$ cat src/rtl/simd_xchg_pkg.sv
// Shared constants and helpers for the SIMD serial exchange array.
// Assumes row 0 is the north row and column 0 is the west column.
package simd_xchg_pkg;

    localparam int NUM_DIRS = 8;
    localparam int DIR_BITS = 3;

    typedef enum logic [DIR_BITS-1:0] {
        DIR_N  = 3'd0,
        DIR_NE = 3'd1,
        DIR_E  = 3'd2,
        DIR_SE = 3'd3,
        DIR_S  = 3'd4,
        DIR_SW = 3'd5,
        DIR_W  = 3'd6,
        DIR_NW = 3'd7
    } dir_e;

    // Flat index of the element that element (r,c) receives from for code d.
    function automatic int src_index(input int r, input int c, input int d,
                                     input int rows, input int cols);
        int dr;
        int dc;
        dr = 0;
        dc = 0;
        case (d)
            0: begin dr = -1; dc =  0; end
            1: begin dr = -1; dc =  1; end
            2: begin dr =  0; dc =  1; end
            3: begin dr =  1; dc =  1; end
            4: begin dr =  1; dc =  0; end
            5: begin dr =  1; dc = -1; end
            6: begin dr =  0; dc = -1; end
            default: begin dr = -1; dc = -1; end
        endcase
        return ((r + dr + rows) % rows) * cols + ((c + dc + cols) % cols);
    endfunction

endpackage

$ cat src/rtl/simd_xchg_ctrl.sv
// Central sequencer: decides which request is accepted, latches the
// direction, counts the serial shift cycles and flags the last one.
// Assumes requests are single-cycle-level inputs sampled on each edge.
module simd_xchg_ctrl #(
    parameter int W  = 32,
    parameter int DW = 3
) (
    input  logic          clk,
    input  logic          rst_n,
    input  logic          start_i,
    input  logic [DW-1:0] dir_i,
    input  logic          bcast_en_i,
    input  logic          red_en_i,
    output logic          busy_o,
    output logic          done_o,
    output logic [DW-1:0] dir_o,
    output logic          bc_acc_o,
    output logic          red_acc_o
);
    localparam int CW = (W > 1) ? $clog2(W) : 1;
    localparam logic [CW-1:0] LAST = CW'(W - 1);

    logic          busy_q;
    logic [CW-1:0] cnt_q;
    logic [DW-1:0] dir_q;
    logic          start_acc;

    // Request arbitration: start beats broadcast beats reduction, idle only.
    always_comb begin
        start_acc = !busy_q && start_i;
        bc_acc_o  = !busy_q && !start_i && bcast_en_i;
        red_acc_o = !busy_q && !start_i && !bcast_en_i && red_en_i;
    end

    // Transfer state: busy flag, shift counter and latched direction.
    always_ff @(posedge clk) begin
        if (!rst_n) begin
            busy_q <= 1'b0;
            cnt_q  <= '0;
            dir_q  <= '0;
        end else if (start_acc) begin
            busy_q <= 1'b1;
            cnt_q  <= '0;
            dir_q  <= dir_i;
        end else if (busy_q) begin
            cnt_q <= cnt_q + 1'b1;
            if (cnt_q == LAST) begin
                busy_q <= 1'b0;
            end
        end
    end

    // Output view of the sequencer state.
    always_comb begin
        busy_o = busy_q;
        done_o = busy_q && (cnt_q == LAST);
        dir_o  = dir_q;
    end

    AST_DIR_HELD: assert property (@(posedge clk) disable iff (!rst_n)
        busy_q && !done_o |=> $stable(dir_q));
    AST_DONE_ENDS: assert property (@(posedge clk) disable iff (!rst_n)
        done_o |=> !busy_q);
    AST_START_IGNORED: assert property (@(posedge clk) disable iff (!rst_n)
        busy_q && !done_o && start_i |=> busy_q && (cnt_q == $past(cnt_q) + 1'b1));
    AST_IDLE_NO_DONE: assert property (@(posedge clk) disable iff (!rst_n)
        !busy_q |-> !done_o);

endmodule

$ cat src/rtl/simd_xchg_pe.sv
// One processing element: an exchange register that either loads a
// broadcast scalar or shifts right by one bit, taking the new MSB from the
// neighbour picked by the global direction code. Its LSB is the outbound bit.
// Assumes load and shift are never requested in the same cycle.
module simd_xchg_pe #(
    parameter int W  = 32,
    parameter int ND = 8,
    parameter int DW = 3
) (
    input  logic          clk,
    input  logic          rst_n,
    input  logic          shift_en_i,
    input  logic          load_en_i,
    input  logic [W-1:0]  load_val_i,
    input  logic [DW-1:0] dir_i,
    input  logic [ND-1:0] nbr_bits_i,
    output logic          out_bit_o,
    output logic [W-1:0]  value_o
);
    logic [W-1:0] reg_q;
    logic         in_bit;

    // Inbound serial port: select one of the neighbour outbound bits.
    always_comb in_bit = nbr_bits_i[dir_i];

    // Exchange register: load, shift LSB-first, or hold.
    always_ff @(posedge clk) begin
        if (!rst_n) begin
            reg_q <= '0;
        end else if (load_en_i) begin
            reg_q <= load_val_i;
        end else if (shift_en_i) begin
            reg_q <= {in_bit, reg_q[W-1:1]};
        end
    end

    // Outbound serial port and parallel view.
    always_comb begin
        out_bit_o = reg_q[0];
        value_o   = reg_q;
    end

    AST_PE_NO_LOAD_SHIFT: assert property (@(posedge clk) disable iff (!rst_n)
        !(shift_en_i && load_en_i));
    AST_PE_LOAD: assert property (@(posedge clk) disable iff (!rst_n)
        load_en_i |=> value_o == $past(load_val_i));
    AST_PE_HOLD: assert property (@(posedge clk) disable iff (!rst_n)
        !load_en_i && !shift_en_i |=> $stable(value_o));
    AST_PE_SHIFT_IN: assert property (@(posedge clk) disable iff (!rst_n)
        shift_en_i |=> value_o[W-1] == $past(nbr_bits_i[dir_i]));

endmodule

$ cat src/rtl/simd_xchg_reduce.sv
// Global OR reduction: folds all element registers into one scalar and
// registers it with a one-cycle valid pulse. Holds the result otherwise.
module simd_xchg_reduce #(
    parameter int N = 32,
    parameter int W = 32
) (
    input  logic           clk,
    input  logic           rst_n,
    input  logic           red_acc_i,
    input  logic [N*W-1:0] regs_i,
    output logic           red_valid_o,
    output logic [W-1:0]   red_result_o
);
    logic [W-1:0] or_all;

    // OR fold across all elements.
    always_comb begin
        or_all = '0;
        for (int e = 0; e < N; e++) begin
            or_all = or_all | regs_i[e*W +: W];
        end
    end

    // Result register and valid pulse.
    always_ff @(posedge clk) begin
        if (!rst_n) begin
            red_valid_o  <= 1'b0;
            red_result_o <= '0;
        end else begin
            red_valid_o <= red_acc_i;
            if (red_acc_i) begin
                red_result_o <= or_all;
            end
        end
    end

    AST_RED_VALID: assert property (@(posedge clk) disable iff (!rst_n)
        red_acc_i |=> red_valid_o);
    AST_RED_QUIET: assert property (@(posedge clk) disable iff (!rst_n)
        !red_acc_i |=> !red_valid_o && $stable(red_result_o));

endmodule

$ cat src/rtl/simd_mesh_xchg.sv
// Top of the SIMD exchange array: ROWS x COLS elements under one sequencer,
// wired as an eight-neighbour torus, plus broadcast and OR reduction.
// Assumes all elements share clk and the synchronous active-low reset.
module simd_mesh_xchg #(
    parameter int ROWS = 4,
    parameter int COLS = 8,
    parameter int W    = 32
) (
    input  logic                                  clk,
    input  logic                                  rst_n,
    input  logic                                  start_i,
    input  logic [simd_xchg_pkg::DIR_BITS-1:0]    dir_i,
    input  logic                                  bcast_en_i,
    input  logic                                  bcast_all_i,
    input  logic [$clog2(ROWS*COLS)-1:0]          bcast_idx_i,
    input  logic [W-1:0]                          bcast_data_i,
    input  logic                                  red_en_i,
    output logic                                  busy_o,
    output logic                                  done_o,
    output logic                                  red_valid_o,
    output logic [W-1:0]                          red_result_o,
    output logic [ROWS*COLS*W-1:0]                pe_regs_o
);
    import simd_xchg_pkg::*;

    localparam int N  = ROWS * COLS;
    localparam int IW = $clog2(N);

    logic [DIR_BITS-1:0] dir_q;
    logic                bc_acc;
    logic                red_acc;
    logic                busy;
    logic [N-1:0]        out_bits;
    logic [N*W-1:0]      regs_flat;

    simd_xchg_ctrl #(.W(W), .DW(DIR_BITS)) ctrl_i (
        .clk       (clk),
        .rst_n     (rst_n),
        .start_i   (start_i),
        .dir_i     (dir_i),
        .bcast_en_i(bcast_en_i),
        .red_en_i  (red_en_i),
        .busy_o    (busy),
        .done_o    (done_o),
        .dir_o     (dir_q),
        .bc_acc_o  (bc_acc),
        .red_acc_o (red_acc)
    );

    for (genvar r = 0; r < ROWS; r++) begin : g_row
        for (genvar c = 0; c < COLS; c++) begin : g_col
            localparam int E = r * COLS + c;
            logic [NUM_DIRS-1:0] nbr;
            logic                load_en;

            // Toroidal neighbour wiring, one source per direction code.
            for (genvar d = 0; d < NUM_DIRS; d++) begin : g_dir
                localparam int SRC = src_index(r, c, d, ROWS, COLS);
                assign nbr[d] = out_bits[SRC];
            end

            // Broadcast write enable: all elements or the addressed one.
            always_comb load_en = bc_acc && (bcast_all_i || (bcast_idx_i == IW'(E)));

            simd_xchg_pe #(.W(W), .ND(NUM_DIRS), .DW(DIR_BITS)) pe_i (
                .clk       (clk),
                .rst_n     (rst_n),
                .shift_en_i(busy),
                .load_en_i (load_en),
                .load_val_i(bcast_data_i),
                .dir_i     (dir_q),
                .nbr_bits_i(nbr),
                .out_bit_o (out_bits[E]),
                .value_o   (regs_flat[E*W +: W])
            );
        end
    end

    simd_xchg_reduce #(.N(N), .W(W)) red_i (
        .clk         (clk),
        .rst_n       (rst_n),
        .red_acc_i   (red_acc),
        .regs_i      (regs_flat),
        .red_valid_o (red_valid_o),
        .red_result_o(red_result_o)
    );

    // Outputs of the array.
    always_comb begin
        busy_o    = busy;
        pe_regs_o = regs_flat;
    end

    AST_BUSY_BLOCKS_REQ: assert property (@(posedge clk) disable iff (!rst_n)
        busy |-> !bc_acc && !red_acc);
    AST_START_PRIORITY: assert property (@(posedge clk) disable iff (!rst_n)
        !busy && start_i |=> busy && $stable(regs_flat));

endmodule

$ cat config.mk
export PLATFORM = sky130hd
export DESIGN_NAME = simd_mesh_xchg
export DESIGN_NICKNAME = d
export VERILOG_FILES = /design/src/rtl/simd_xchg_pkg.sv /design/src/rtl/simd_xchg_ctrl.sv /design/src/rtl/simd_xchg_pe.sv /design/src/rtl/simd_xchg_reduce.sv /design/src/rtl/simd_mesh_xchg.sv
export SDC_FILE = /design/constraint.sdc
export NUM_CORES = 2
export LEC_CHECK = 0
export BUFFER_PORTS_ARGS = -buffer_cell sky130_fd_sc_hd__buf_2
export CAP_MARGIN = 20
export CORE_AREA = 2 2 431 433
export DETAILED_ROUTE_END_ITERATION = 6
export DIE_AREA = 0 0 433 435
export PLACE_DENSITY = 0.53
export SYNTH_ARGS = -nofsm -noshare
export SYNTH_HDL_FRONTEND = slang
export SYNTH_SLANG_ARGS = --single-unit
$ cat constraint.sdc
create_clock -name clk -period 2.1 [get_ports clk]
set_input_delay 0.42 -clock clk [delete_from_list [all_inputs] [get_ports clk]]
set_output_delay 0.42 -clock clk [all_outputs]
set_load 0.02 [all_outputs]
* Word-level counts from Yosys, hierarchy flattened
Cells that the tools add are included.
** Storage, ports and cells
- Bits in registers :: 1066
- Bits in latches :: 0
- Bits in writable memories :: 0
- Memory bits (read-only) :: 0
- Input bits :: 46
- Memories :: 0
** Operators by class
- $add $sub $neg :: 1
- $mul :: 0
- Div/mod/pow operators :: 0
- $lt $le $gt $ge :: 1
- Equal/unequal tests :: 32
- Shifts and indexed selects :: 0
- Multiplexer cells :: 131
- Bitwise logic cells :: 32
- Reduce and logical (&&, ||, !) cells :: 107
** Operator list (count)
- 32-bit two-way mux :: 64
- 32-bit OR :: 31
- 1-bit binary-select mux with 3-bit select :: 32
- 5-bit == test (second input constant) :: 17
- 2-bit nonzero test :: 32
- 5-bit by 4-bit == test with 1-bit output (second input constant) :: 8
- 1-bit logical AND :: 38
- 1-bit two-way mux :: 35
- 1-bit logical OR :: 32
- 5-bit by 3-bit == test with 1-bit output (second input constant) :: 4
- 5-bit by 2-bit == test with 1-bit output (second input constant) :: 2
- 5-bit by 1-bit adder with 5-bit output (second input constant) :: 1
- 5-bit by 1-bit == test with 1-bit output (second input constant) :: 1
- 5-bit logical NOT :: 1
- 3-bit by 4-bit < comparator with 1-bit output (second input constant) :: 1
- 1-bit logical NOT :: 3
- 2-bit OR reduction :: 1
- 1-bit inverter :: 1

* Longest topological paths before layout
- Depth after elaboration :: 31
- Gate-level depth with buffers :: 8
- Mapped depth without buffers :: 5

* Modules after synthesis
Synthesis repeated with hierarchy kept, for this count alone.
** Unflattened totals
- Cells, all modules :: 6413
- Area, all modules :: 54938.9 um^2
** Modules (own cells, without submodules)
- simd_xchg_pe :: instances 32, cells an instance 183, area an instance 1577.8 um^2
- simd_xchg_reduce :: instances 1, cells an instance 460, area an instance 3702.3 um^2
- simd_xchg_ctrl :: instances 1, cells an instance 44, area an instance 436.7 um^2
- simd_mesh_xchg :: instances 1, cells an instance 53, area an instance 311.5 um^2

* Worst setup path after synthesis
No wires, ideal clock.
- Kind :: flip-flop to output port
- Start :: register ctrl_i.busy_q (netlist: ctrl_i.busy_o)
- End :: output done_o
- Data arrival time :: 1.876 ns
- Setup slack :: -0.196 ns
- Cell stages (with the launch flop) :: 7
- Path buffers :: 5
- Cells stage by stage :: dfxtp_1 -> buf_2 -> buf_2 -> buf_2 -> buf_2 -> buf_1 -> and2_1
** On the way
- Longest elaborated chain between the ends :: 1
** RTL lines
- start: declaration :: RTL line simd_xchg_ctrl.sv:23 : logic busy_q;
- start signal: assignment :: RTL line simd_xchg_ctrl.sv:38 : busy_q <= 1'b0;
- start signal: assignment :: RTL line simd_xchg_ctrl.sv:42 : busy_q <= 1'b1;
- start signal: assignment :: RTL line simd_xchg_ctrl.sv:48 : busy_q <= 1'b0;
- 1-bit logical AND :: RTL line simd_xchg_ctrl.sv:56 : done_o = busy_q && (cnt_q == LAST);
- end: declaration :: RTL line simd_mesh_xchg.sv:19 : output logic done_o,
No other way between the ends.

* Worst setup path in the final report
- Start :: register ctrl_i.cnt_q[1]
- End :: output done_o
** On the way
- Longest elaborated chain between the ends :: 2
** RTL lines
- start: declaration :: RTL line simd_xchg_ctrl.sv:24 : logic [CW-1:0] cnt_q;
- start signal: assignment :: RTL line simd_xchg_ctrl.sv:46 : cnt_q <= cnt_q + 1'b1;
- 5-bit == test :: RTL line simd_xchg_ctrl.sv:56
- 1-bit logical AND :: RTL line simd_xchg_ctrl.sv:56
No other way between the ends.

==> reports/qor.csv <==
stage,metric,value,unit
worst_setup_path,CP arrival,1.92,ns
logic_synthesis,Synth cell types,67,
routing,Residual DRC,1,
cells_and_area,fillers,18300,
routing,DRT antenna net count,0,
cells_and_area,post-layout utilization of the core,0.410,
clock_network,root buffer cell,clkbuf_16,
clock_network,Clock Path Buffers,3,
run,max_cap viols,0,
cells_and_area,area of the multi-input gates,30100,sq um
cells_and_area,fraction of layout instances using a drive strength above 1,0.397,
power_and_ir_drop,Static Leak,29.4,nW
timing,RSZ-0062 raised after global routing,yes,
clock_network,Sink Count,1066,
timing,setup_tns,-37.14,ns
cells_and_area,final net count,7045,
timing,final hold vios,0,
cells_and_area,area grow syn2layout,49.3,%
floorplan,Top-Level Pins,1105,
timing,Max Freq,428,MHz
logic_synthesis,Post-synth ARST share,0,
worst_hold_path,Hold Path Class,in -> reg,
power_and_ir_drop,switching pwr,18.5,mW
clock_network,Clock Latency Late Sink,0.84,ns
floorplan,initial cell density of the core,0.275,
worst_setup_path,Worst Path Required,1.68,ns
power_and_ir_drop,Worst VDD drop,0.540,mV
timing,Fin Clk Skew,0.0542,ns
power_and_ir_drop,Sequential Power Share,0.386,
logic_synthesis,most used flip-flop cell after synthesis,dfxtp_1,
floorplan,die area,188000,sq um
clock_network,CTS Buf Count,133,
clock_network,"Reg clk slew, reported paths",0.06,ns
place,hpwl dp,235,mm
logic_synthesis,register area share after synthesis,0.422,
grt,GRT Resource Usage Total,0.338,
power_and_ir_drop,combinational power share,0.194,
routing,Vias/cell,6.26,
floorplan,row count,158,
routing,routed length per instance,36.6,microns
worst_setup_path,CP max FO,2,
clock_network,CTS tree,yes,
logic_synthesis,Syn Nets,5718,
cells_and_area,sequential cell area,21400,sq um
power_and_ir_drop,PwrDens,759,nW/um^2
routing,DR pass1 iterations,7,
power_and_ir_drop,switching share of power,0.322,
run_status,outcome,finished with violations,
routing,vias,60000,
timing,Final period util,1.11,
power_and_ir_drop,Clock power frac,0.421,
worst_setup_path,Setup crit end kind,output port,
timing,setup ws final,-0.238,ns
floorplan,Placeable Area,184000,sq um
timing,Final setup violation count,575,
power_and_ir_drop,Overall Power,57.3,mW
clock_network,# H-tree levels,4,
worst_setup_path,Setup CP Type,reg -> out,
grt,largest net degree at the start of global routing,169,
timing,Final min period,2.34,ns
place,routability cong.,0.964,
place,"worst slack, placed",-0.433,ns
routing,Detailed Route WL,351,mm
place,"Cell Area, Placed",63700,sq um
grt,global route overflow,0,
worst_setup_path,Setup crit start kind,register,
logic_synthesis,Yosys warning total,0,
grt,first-pass GRT wire length,457,mm
place,PortBufs,1104,
run_status,failing checks,"DRC, setup timing",
logic_synthesis,cells after synthesis,5670,
floorplan,Die Width,433,microns
grt,vias in the first global route,54700,
cells_and_area,post-route insts no fill,9591,
routing,DR iter-0 viols,7494,
logic_synthesis,area share of the largest cell type after synthesis,0.422,
logic_synthesis,"Cell Area, Synth",50500,sq um
grt,initial antenna violation count,27,
logic_synthesis,"top cells by area, synth","dfxtp_1 (42%), a221oi_1 (17%), a21boi_0 (11%)",
timing,Least-Margin Pin Slew,1.24,ns
logic_synthesis,Mapped Avg Cell Area,8.91,sq um
logic_synthesis,Seq cells post-synth,1066,
place,cell count after placement,9160,
timing,final hold slack,0.0991,ns
timing,max_slew headroom,0.173,
timing,"Slew Viols, Final",0,
cells_and_area,design area,75400,sq um
logic_synthesis,post-synth top area cell,dfxtp_1,
floorplan,overall die height,435,microns
power_and_ir_drop,Pint,38.8,mW
logic_synthesis,"EDFF count, synth",0,
==> state kept, by name, summed over array words and instances, names as in the netlist <==
signal                    flops
ctrl_i.busy_o                 1
g_row.g_col.pe_i.value_o   1024
ctrl_i.dir_o                  3
red_i.red_result_o           32
red_i.red_valid_o             1
ctrl_i.cnt_q                  5
==> critical path: stages (launching register included) <==
cell and delay, ns:
dfxtp_2 0.33, ha_4 0.16, and3_4 0.18, ha_4 0.15, and2_4 0.13, buf_6 0.12
==> power by group through the flow <==
stage                     clock, mW  combinational [mW]  sequential, mW
after floorplan                   0                3.56            22.9
after global placement            0                9.72            22.4
after detailed placement          0                9.75            22.4
after CTS                      24.2                10.3            22.0
after global routing           25.0                11.4            22.1
final                          24.1                11.1            22.1
==> synthesized netlist by cell type (4+ instances only) <==
library cell and instances:
o22ai_1 14, nor2_2 12, a21boi_0 730, nand3_1 11, nor3_1 48, a21boi_1 262
nor4_1 262, mux4_2 45, nor4bb_1 4, nand4bb_1 4, nor2b_1 12, nor2_1 74
o311a_1 4, and2_1 34, a21oi_1 17, a221o_1 8, inv_1 11, buf_4 33
nand2_1 1008, buf_1 43, dfxtp_1 1066, clkbuf_1 566, and3_1 5, mux2i_1 38
o32ai_1 5, nor3b_1 6, a221oi_1 987, or3_1 9, a31oi_1 6, a211oi_2 4
o21ai_0 45, a211oi_1 32, nand4_1 67, nand2b_1 9, buf_2 134
==> metal layers <==
layer | wire [microns] | share of wire | global-route usage
met1 | 140000 | 0.40 | 0.444
met3 | 40200 | 0.11 | 0.0858
met5 | 102 | 0.00029 | 0
met4 | 24600 | 0.070 | 0.189
met2 | 146000 | 0.42 | 0.503
==> repair_timing <==
action,CTS,global route
cloned,52,45
hold buffers,6,0
hold endpoints to repair,24,0
buffers inserted,66,50
gates resized for setup,470,750
setup endpoints to repair,654,892
pin swaps,253,383
==> layout make-up <==
type	instances	area share
multi-input combinational	3818	0.398
clock inverter	36	0.00630
tap	2480	0.0411
sequential	1066	0.284
clock buffer	205	0.0531
inverter	11	0.000547
timing repair buffer	1967	0.216
antenna	8	0.000265
==> cell usage in the layout, fill, tap and decap left out, drive strengths merged, types with 4 or more instances in the layout <==
cell type	synthesis	routed
a221oi	987	987
mux2i	38	38
nand2	1008	1008
nand3	11	11
nand2b	9	9
dlygate4sd3	0	6
a21boi	992	992
bufbuf	0	4
bufinv	0	5
nor4bb	4	4
a211oi	36	36
clkinv	0	22
or3	9	9
nor4b	4	4
o21ai	45	45
a31oi	6	6
inv	11	17
nor4	263	263
dfxtp	1066	1066
a221o	8	8
and2	35	35
nand4	67	67
nor3	48	48
mux4	45	45
nor2	87	88
nor3b	6	6
diode	0	8
o32ai	5	5
nor2b	12	12
o22ai	14	14
buf	210	1919
clkbuf	566	243
o311a	4	4
and3	5	5
a21oi	17	17
nand4bb	4	4
==> path summary, 6_finish.rpt <==
| kind | startpoint | to | slack [ns] | depth (start not counted) |
|---|---|---|---|---|
| worst max-delay path | ctrl_i.cnt_q[1]$_SDFFE_PP0P_ | done_o | -0.24 | 5 |
| worst min-delay path | bcast_data_i[26] | g_row[0].g_col[7].pe_i.value_o[26]$_SDFFE_PN0P_ | 0.1 | 3 |
| worst max register to register | ctrl_i.busy_o$_SDFF_PN0_ | g_row[1].g_col[3].pe_i.value_o[31]$_SDFFE_PN0P_ | -0.21 | 10 |
| worst min register to register | g_row[2].g_col[0].pe_i.value_o[1]$_SDFFE_PN0P_ | g_row[2].g_col[0].pe_i.value_o[1]$_SDFFE_PN0P_ | 0.49 | 2 |
==> logic make-up (layout without fill, tap and decap cells) <==
| logic type | count (synthesis) | count (layout) | synth area share |
|---|---|---|---|
| other | 0 | 8 | 0 |
| AOI/OAI and AO/OA | 2139 | 2139 | 0.340 |
| muxes | 85 | 85 | 0.0280 |
| and+or+nand+nor | 1589 | 1590 | 0.144 |
| buffers and inverters | 787 | 2219 | 0.0642 |
| xor gates and xnor gates | 2 | 2 | 0.000347 |
| adders and majority gates | 2 | 2 | 0.000495 |
| DFF | 1066 | 1066 | 0.422 |
Power figures use the tool's default switching activity.
